## src/rtl/irq_arb_pkg.sv

```systemverilog
// Shared types and constants for the per-CPU pending interrupt arbiter.
// Assumes 8-bit priorities, a 9-bit running priority (256 = idle) and
// 10-bit interrupt IDs with 1023 reserved for "nothing".
package irq_arb_pkg;
    localparam int PRIO_W = 8;
    localparam int RUN_W  = 9;
    localparam int ID_W   = 10;
    localparam logic [ID_W-1:0] NO_IRQ = 10'd1023;

    typedef struct packed {
        logic              vld;
        logic [PRIO_W-1:0] prio;
        logic [ID_W-1:0]   id;
    } cand_t;

    typedef struct packed {
        logic              on;
        logic [PRIO_W-1:0] mask;
        logic [RUN_W-1:0]  run;
    } cpu_ctl_t;

    // Pairwise selection: the upper-index entry wins only when it is valid
    // and strictly more urgent, so ties keep the lower-index entry.
    function automatic cand_t pick_urgent(cand_t lo, cand_t hi);
        if (hi.vld && (!lo.vld || (hi.prio < lo.prio)))
            return hi;
        return lo;
    endfunction
endpackage

```

## src/rtl/irq_cand_gather.sv

```systemverilog
// Candidate stage for one CPU: qualifies each source with enable and
// pending, attaches the priority that applies to this CPU, and registers
// the result. Pads the leaf set up to a power of two with invalid entries.
// Assumes PRIV_SRC < NUM_SRC.
module irq_cand_gather
    import irq_arb_pkg::*;
#(
    parameter int NUM_SRC  = 64,
    parameter int PRIV_SRC = 32,
    parameter int PAD      = 64
) (
    input  logic                                clk,
    input  logic                                rst_n,
    input  logic [NUM_SRC-1:0]                  src_en_i,
    input  logic [NUM_SRC-1:0]                  pend_i,
    input  logic [PRIV_SRC*PRIO_W-1:0]          prio_priv_i,
    input  logic [(NUM_SRC-PRIV_SRC)*PRIO_W-1:0] prio_shr_i,
    output cand_t                               cand_o [PAD]
);
    for (genvar s = 0; s < PAD; s++) begin : g_src
        if (s < PRIV_SRC) begin : g_priv
            // Register a private-priority source candidate.
            always_ff @(posedge clk) begin
                if (!rst_n) cand_o[s] <= '0;
                else        cand_o[s] <= '{vld:  src_en_i[s] & pend_i[s],
                                           prio: prio_priv_i[s*PRIO_W +: PRIO_W],
                                           id:   ID_W'(s)};
            end
        end else if (s < NUM_SRC) begin : g_shr
            // Register a shared-priority source candidate.
            always_ff @(posedge clk) begin
                if (!rst_n) cand_o[s] <= '0;
                else        cand_o[s] <= '{vld:  src_en_i[s] & pend_i[s],
                                           prio: prio_shr_i[(s-PRIV_SRC)*PRIO_W +: PRIO_W],
                                           id:   ID_W'(s)};
            end
        end else begin : g_pad
            // Padding leaf that can never win.
            assign cand_o[s] = '0;
        end
    end
endmodule

```

## src/rtl/irq_min_tree.sv

```systemverilog
// Pipelined minimum-priority reduction over 2**LVLS leaves. Nodes are held
// in heap order (node i combines children 2i and 2i+1), one register per
// tree level, so the latency is LVLS cycles. Lower leaf index wins ties.
// Assumes LVLS >= 1.
module irq_min_tree
    import irq_arb_pkg::*;
#(
    parameter int LVLS = 6,
    localparam int PAD = 1 << LVLS
) (
    input  logic  clk,
    input  logic  rst_n,
    input  cand_t leaf_i [PAD],
    output cand_t win_o
);
    cand_t node_q [1:PAD-1];
    cand_t tree_w [1:2*PAD-1];

    for (genvar j = 0; j < PAD; j++) begin : g_leaf
        assign tree_w[PAD+j] = leaf_i[j];
    end

    for (genvar i = 1; i < PAD; i++) begin : g_node
        assign tree_w[i] = node_q[i];
        // Keep the more urgent of the two children for the next level.
        always_ff @(posedge clk) begin
            if (!rst_n) node_q[i] <= '0;
            else        node_q[i] <= pick_urgent(tree_w[2*i], tree_w[2*i+1]);
        end
    end

    assign win_o = tree_w[1];
endmodule

```

## src/rtl/irq_cpu_gate.sv

```systemverilog
// Final stage for one CPU: applies the interface enable, the priority mask
// (inclusive) and the running priority (strict) to the tree winner, and
// registers the reported ID and the request line.
module irq_cpu_gate
    import irq_arb_pkg::*;
(
    input  logic            clk,
    input  logic            rst_n,
    input  cand_t           win_i,
    input  cpu_ctl_t        ctl_i,
    output logic [ID_W-1:0] hp_id_o,
    output logic            irq_o
);
    logic report_w;
    logic fire_w;

    // Decide visibility through the mask and preemption against running.
    always_comb begin
        report_w = ctl_i.on && win_i.vld && (win_i.prio <= ctl_i.mask);
        fire_w   = report_w && ({1'b0, win_i.prio} < ctl_i.run);
    end

    // Register the per-CPU outputs.
    always_ff @(posedge clk) begin
        if (!rst_n) begin
            hp_id_o <= NO_IRQ;
            irq_o   <= 1'b0;
        end else begin
            hp_id_o <= report_w ? win_i.id : NO_IRQ;
            irq_o   <= fire_w;
        end
    end
endmodule

```

## src/rtl/irq_arb_top.sv

```systemverilog
// Per-CPU pending interrupt arbiter. For each CPU: a registered candidate
// stage, a pipelined min tree, and a registered threshold gate. The
// per-CPU control (enables, mask, running priority) is delayed to meet the
// tree output, so every output depends on one input set, LAT cycles old.
// Assumes 2 <= NUM_SRC <= 1023 and PRIV_SRC < NUM_SRC.
module irq_arb_top
    import irq_arb_pkg::*;
#(
    parameter int NUM_SRC  = 64,
    parameter int NUM_CPU  = 2,
    parameter int PRIV_SRC = 32
) (
    input  logic                                  clk,
    input  logic                                  rst_n,
    input  logic                                  dist_en_i,
    input  logic [NUM_CPU-1:0]                    cpu_en_i,
    input  logic [NUM_SRC-1:0]                    src_en_i,
    input  logic [NUM_CPU*NUM_SRC-1:0]            pend_i,
    input  logic [NUM_CPU*PRIV_SRC*8-1:0]         prio_priv_i,
    input  logic [(NUM_SRC-PRIV_SRC)*8-1:0]       prio_shr_i,
    input  logic [NUM_CPU*8-1:0]                  pmask_i,
    input  logic [NUM_CPU*9-1:0]                  run_prio_i,
    output logic [NUM_CPU*10-1:0]                 hp_id_o,
    output logic [NUM_CPU-1:0]                    irq_o
);
    localparam int LVLS    = $clog2(NUM_SRC);
    localparam int PAD     = 1 << LVLS;
    localparam int CTL_DLY = LVLS + 1;

    for (genvar c = 0; c < NUM_CPU; c++) begin : g_cpu
        cand_t    leaf_w [PAD];
        cand_t    win_w;
        cpu_ctl_t ctl_q  [CTL_DLY];

        irq_cand_gather #(
            .NUM_SRC  (NUM_SRC),
            .PRIV_SRC (PRIV_SRC),
            .PAD      (PAD)
        ) gather_i (
            .clk         (clk),
            .rst_n       (rst_n),
            .src_en_i    (src_en_i),
            .pend_i      (pend_i[c*NUM_SRC +: NUM_SRC]),
            .prio_priv_i (prio_priv_i[c*PRIV_SRC*PRIO_W +: PRIV_SRC*PRIO_W]),
            .prio_shr_i  (prio_shr_i),
            .cand_o      (leaf_w)
        );

        irq_min_tree #(
            .LVLS (LVLS)
        ) tree_i (
            .clk    (clk),
            .rst_n  (rst_n),
            .leaf_i (leaf_w),
            .win_o  (win_w)
        );

        // Capture this CPU's control word alongside the candidate stage.
        always_ff @(posedge clk) begin
            if (!rst_n) ctl_q[0] <= '0;
            else        ctl_q[0] <= '{on:   dist_en_i & cpu_en_i[c],
                                      mask: pmask_i[c*PRIO_W +: PRIO_W],
                                      run:  run_prio_i[c*RUN_W +: RUN_W]};
        end

        for (genvar k = 1; k < CTL_DLY; k++) begin : g_dly
            // Shift the control word in step with one tree level.
            always_ff @(posedge clk) begin
                if (!rst_n) ctl_q[k] <= '0;
                else        ctl_q[k] <= ctl_q[k-1];
            end
        end

        irq_cpu_gate gate_i (
            .clk     (clk),
            .rst_n   (rst_n),
            .win_i   (win_w),
            .ctl_i   (ctl_q[CTL_DLY-1]),
            .hp_id_o (hp_id_o[c*ID_W +: ID_W]),
            .irq_o   (irq_o[c])
        );
    end
endmodule

```

## config.mk

```make
export PLATFORM = sky130hd
export DESIGN_NAME = irq_arb_top
export DESIGN_NICKNAME = d
export VERILOG_FILES = /design/src/rtl/irq_arb_pkg.sv /design/src/rtl/irq_cand_gather.sv /design/src/rtl/irq_min_tree.sv /design/src/rtl/irq_cpu_gate.sv /design/src/rtl/irq_arb_top.sv
export SDC_FILE = /design/constraint.sdc
export NUM_CORES = 2
export LEC_CHECK = 0
export BUFFER_PORTS_ARGS = -buffer_cell sky130_fd_sc_hd__buf_2
export CAP_MARGIN = 0
export CELL_PAD_IN_SITES_DETAIL_PLACEMENT = 1
export CELL_PAD_IN_SITES_GLOBAL_PLACEMENT = 2
export CORE_MARGIN = 4
export CORE_UTILIZATION = 40
export DETAILED_ROUTE_END_ITERATION = 10
export HOLD_SLACK_MARGIN = 0.06
export PLACE_DENSITY_LB_ADDON = 0.1
export SLEW_MARGIN = 40
export SYNTH_ARGS = -nofsm -noshare
export SYNTH_HDL_FRONTEND = slang
export SYNTH_SLANG_ARGS = --single-unit
```

## constraint.sdc

```tcl
create_clock -name clk -period 4.25 [get_ports clk]
set_input_delay 0.425 -clock clk [delete_from_list [all_inputs] [get_ports clk]]
set_output_delay 0.425 -clock clk [all_outputs]
set_load 0.01 [all_outputs]
```

==> flow_metrics.py <==
metrics = {
    "setup_path": {
        "critPathBufInv": 5,
        "critPathKind": "primary input to flop",
        "worstPathMaxFanout": 112,
        "r2r_slack_ns": 1.60,
        "critical_path_arrival_ns": 3.63,
        "required_ns": 5.04,
        "path_cells": "dlygate4sd3_1 -> buf_12 -> buf_12 -> buf_12 -> and3_1 -> dlygate4sd3_1",
        "crit_family": "buffers and inverters",
        "max_stage_delay_ns": 0.68,
        "cpMostUsedCell": "buf_12",
        "crit_path_end_kind": "flop",
        "slowest_stage": "dlygate4sd3_1",
        "start_kind": "primary input",
    },
    "layout": {
        "final_nets": 14700,
        "nFillCells": 28900,
        "layout_commonest_cell": "dfxtp_1",
        "mostFrequentLayoutCells": "2,652 x dfxtp_1, 1,345 x nand2_1, 1,143 x and2_1",
        "multi_input_area_um2": 44500,
        "area_delta_synth_final_pct": 27.5,
        "regArea_um2": 53100,
        "drive_gt1_frac": 0.132,
        "fin_area_um2": 132000,
    },
    "place": {
        "portBuffers": 1020,
        "placed_cell_area_um2": 111000,
        "place_hpwl_um": 251000,
        "gp_congestion": 0.883,
    },
    "route": {
        "firstDrtPassIters": 5,
        "ant_nets": 0,
        "wl_per_cell_um": 20.8,
        "routed_via_density": 4.93,
        "routed_wl_um": 346000,
        "vias": 82100,
        "drt_iter0_markers": 3607,
        "drc": 0,
    },
    "global_routing": {
        "grt_use_met3": 0.0309,
        "met2_usage": 0.446,
        "grt_pass1_vias": 87400,
        "met1_usage": 0.307,
        "grt_pass1_wl_um": 522000,
        "grt_start_max_net_pins": 228,
        "grt_overflow": 0,
        "grt.busiest_layer": "met2",
        "grt_antenna_before_repair": 83,
        "grt_usage": 0.251,
    },
    "clocking": {
        "cts.sinks": 2653,
        "htree_levels": 5,
        "post_cts_buffers": 0,
        "ctsResizeCount": 0,
        "clk_latency_ns": 0.94,
        "path_clk_slew_ns": 0.06,
        "cts-root-buf": "clkbuf_16",
        "tritoncts": "built",
        "cts_buffer_depth": 4,
        "cts_buffers": 309,
    },
    "sta": {
        "period_needed_ns": 2.85,
        "worstMarginPinSlew_ns": 0.821,
        "finalSetupViolations": 0,
        "holdWs_ns": 0.118,
        "finalHoldViolCount": 0,
        "max_freq_ghz": 0.351,
        "fin_worst_skew_ns": 0.0873,
        "setup_tns_ns": 0,
        "period_share": 0.670,
        "slew_violations": 0,
        "rsz0062_at_grt": "no",
        "maxSlewHeadroom": 0.452,
    },
    "synth": {
        "async_flop_share": 0,
        "syn_area_per_cell_um2": 9.40,
        "ys_warn_count": 0,
        "synth_ff_type": "dfxtp_1",
        "syn-cell-area_um2": 104000,
        "ys_ff_latch": 2653,
        "yosysUniqueCellTypes": 42,
        "synth_edf_count": 0,
        "ys_seq_area_frac": 0.512,
        "synthCells": 11000,
        "synth.net_count": 12800,
    },
    "floorplanning": {
        "die_w_um": 517,
        "row_count": 186,
        "start_util": 0.403,
        "die_area_um2": 267000,
        "core-area_um2": 257000,
        "dieHeight_um": 517,
        "pin_count": 1021,
    },
    "job": {
        "maxCapViolations": 0,
    },
    "power": {
        "p_leak_nw": 54.8,
        "ir_drop_mv": 0.414,
        "powerDensity_nw_per_um2": 439,
    },
    "run_status": {
        "status": "completed",
    },
    "worst_hold_path": {
        "holdCritPathClass": "primary input to flop",
    },
}
-- flip-flops by register name, indices dropped and copies added (netlist names) --
register	cells
g_cpu.gate_i.hp_id_o	14
g_cpu.gate_i.irq_o	2
g_cpu.tree_i.node_q	1488
g_cpu.ctl_q	252
g_cpu.gather_i.cand_o	897
-- stage by stage --
stage	total power, W	std cells	utilization	worst slack [ns]
2_1_floorplan	0.0295	11000	-	2.50
3_5_place_dp	0.0314	14900	0.433	1.54
4_1_cts	0.0585	16500	0.512	1.56
6_report	0.0579	16600	0.513	1.40
3_3_place_gp	0.0312	14900	0.431	1.41
5_1_grt	0.0604	16600	0.513	1.40
-- logic make-up after synthesis --
| logic type | after synthesis | share of synthesized area |
|---|---|---|
| AOI/OAI and AO/OA | 1833 | 0.110 |
| and+or+nand+nor | 3972 | 0.194 |
| muxes | 268 | 0.0259 |
| DFF | 2653 | 0.512 |
| adders and majority gates | 800 | 0.0966 |
| buffers and inverters | 1499 | 0.0613 |
-- cells in the mapped netlist, types with 148 or more instances --
library cell	instances	area, µm²
a21oi_1	247	1240
nand3_1	887	4440
clkbuf_1	257	965
o21a_1	148	1110
and2_1	1144	7160
and3_1	193	1210
dfxtp_1	2653	53100
o21ai_0	1007	5040
inv_1	911	3420
buf_2	223	1120
mux2i_1	268	2680
ha_1	800	10000
nand2_1	1345	5050
-- area by class of cell --
cell class | count | area share
inverter | 911 | 0.0259
clock inverter | 105 | 0.00977
timing repair buffer | 2151 | 0.125
clock buffer | 418 | 0.0660
tap | 3384 | 0.0320
sequential | 2653 | 0.402
antenna | 136 | 0.00258
multi-input combinational | 6873 | 0.337
-- power by group --
part / total (W) / switching, W / internal, W
Combinational: 0.00505 / 0.00273 / 0.00231
Sequential: 0.0266 / 0.000722 / 0.0259
Clock: 0.0263 / 0.0104 / 0.0159
Total: 0.0579 / 0.0138 / 0.0441
-- timing repair --
action                                  4_1_cts  5_1_grt
hold buffers                               1033        3
endpoints found under the setup margin        0        0
hold endpoints to repair                    947        2
-- path summary, 6_finish.rpt --
check                                                                end  cells past startpoint                                     start
worst max register to register  g_cpu[1].tree_i.node_q[2][16]$_SDFF_PN0_                      7  g_cpu[1].tree_i.node_q[4][11]$_SDFF_PN0_
worst min-delay path            g_cpu[1].gather_i.cand_o[740]$_SDFF_PN0_                      2                                pend_i[89]
worst min register to register  g_cpu[0].tree_i.node_q[0][20]$_SDFF_PN0_                      2  g_cpu[0].tree_i.node_q[0][39]$_SDFF_PN0_
worst max-delay path            g_cpu[1].gather_i.cand_o[569]$_SDFF_PN0_                      6                                     rst_n
-- layer usage --
metal | wire [µm] | vias to the layer above
met2 | 172000 | 1441
met3 | 10400 | 581
met5 | 64 | -
li1 | - | 40500
met4 | 14800 | 10
met1 | 148000 | 39600
(Power assumes the default switching activity.)
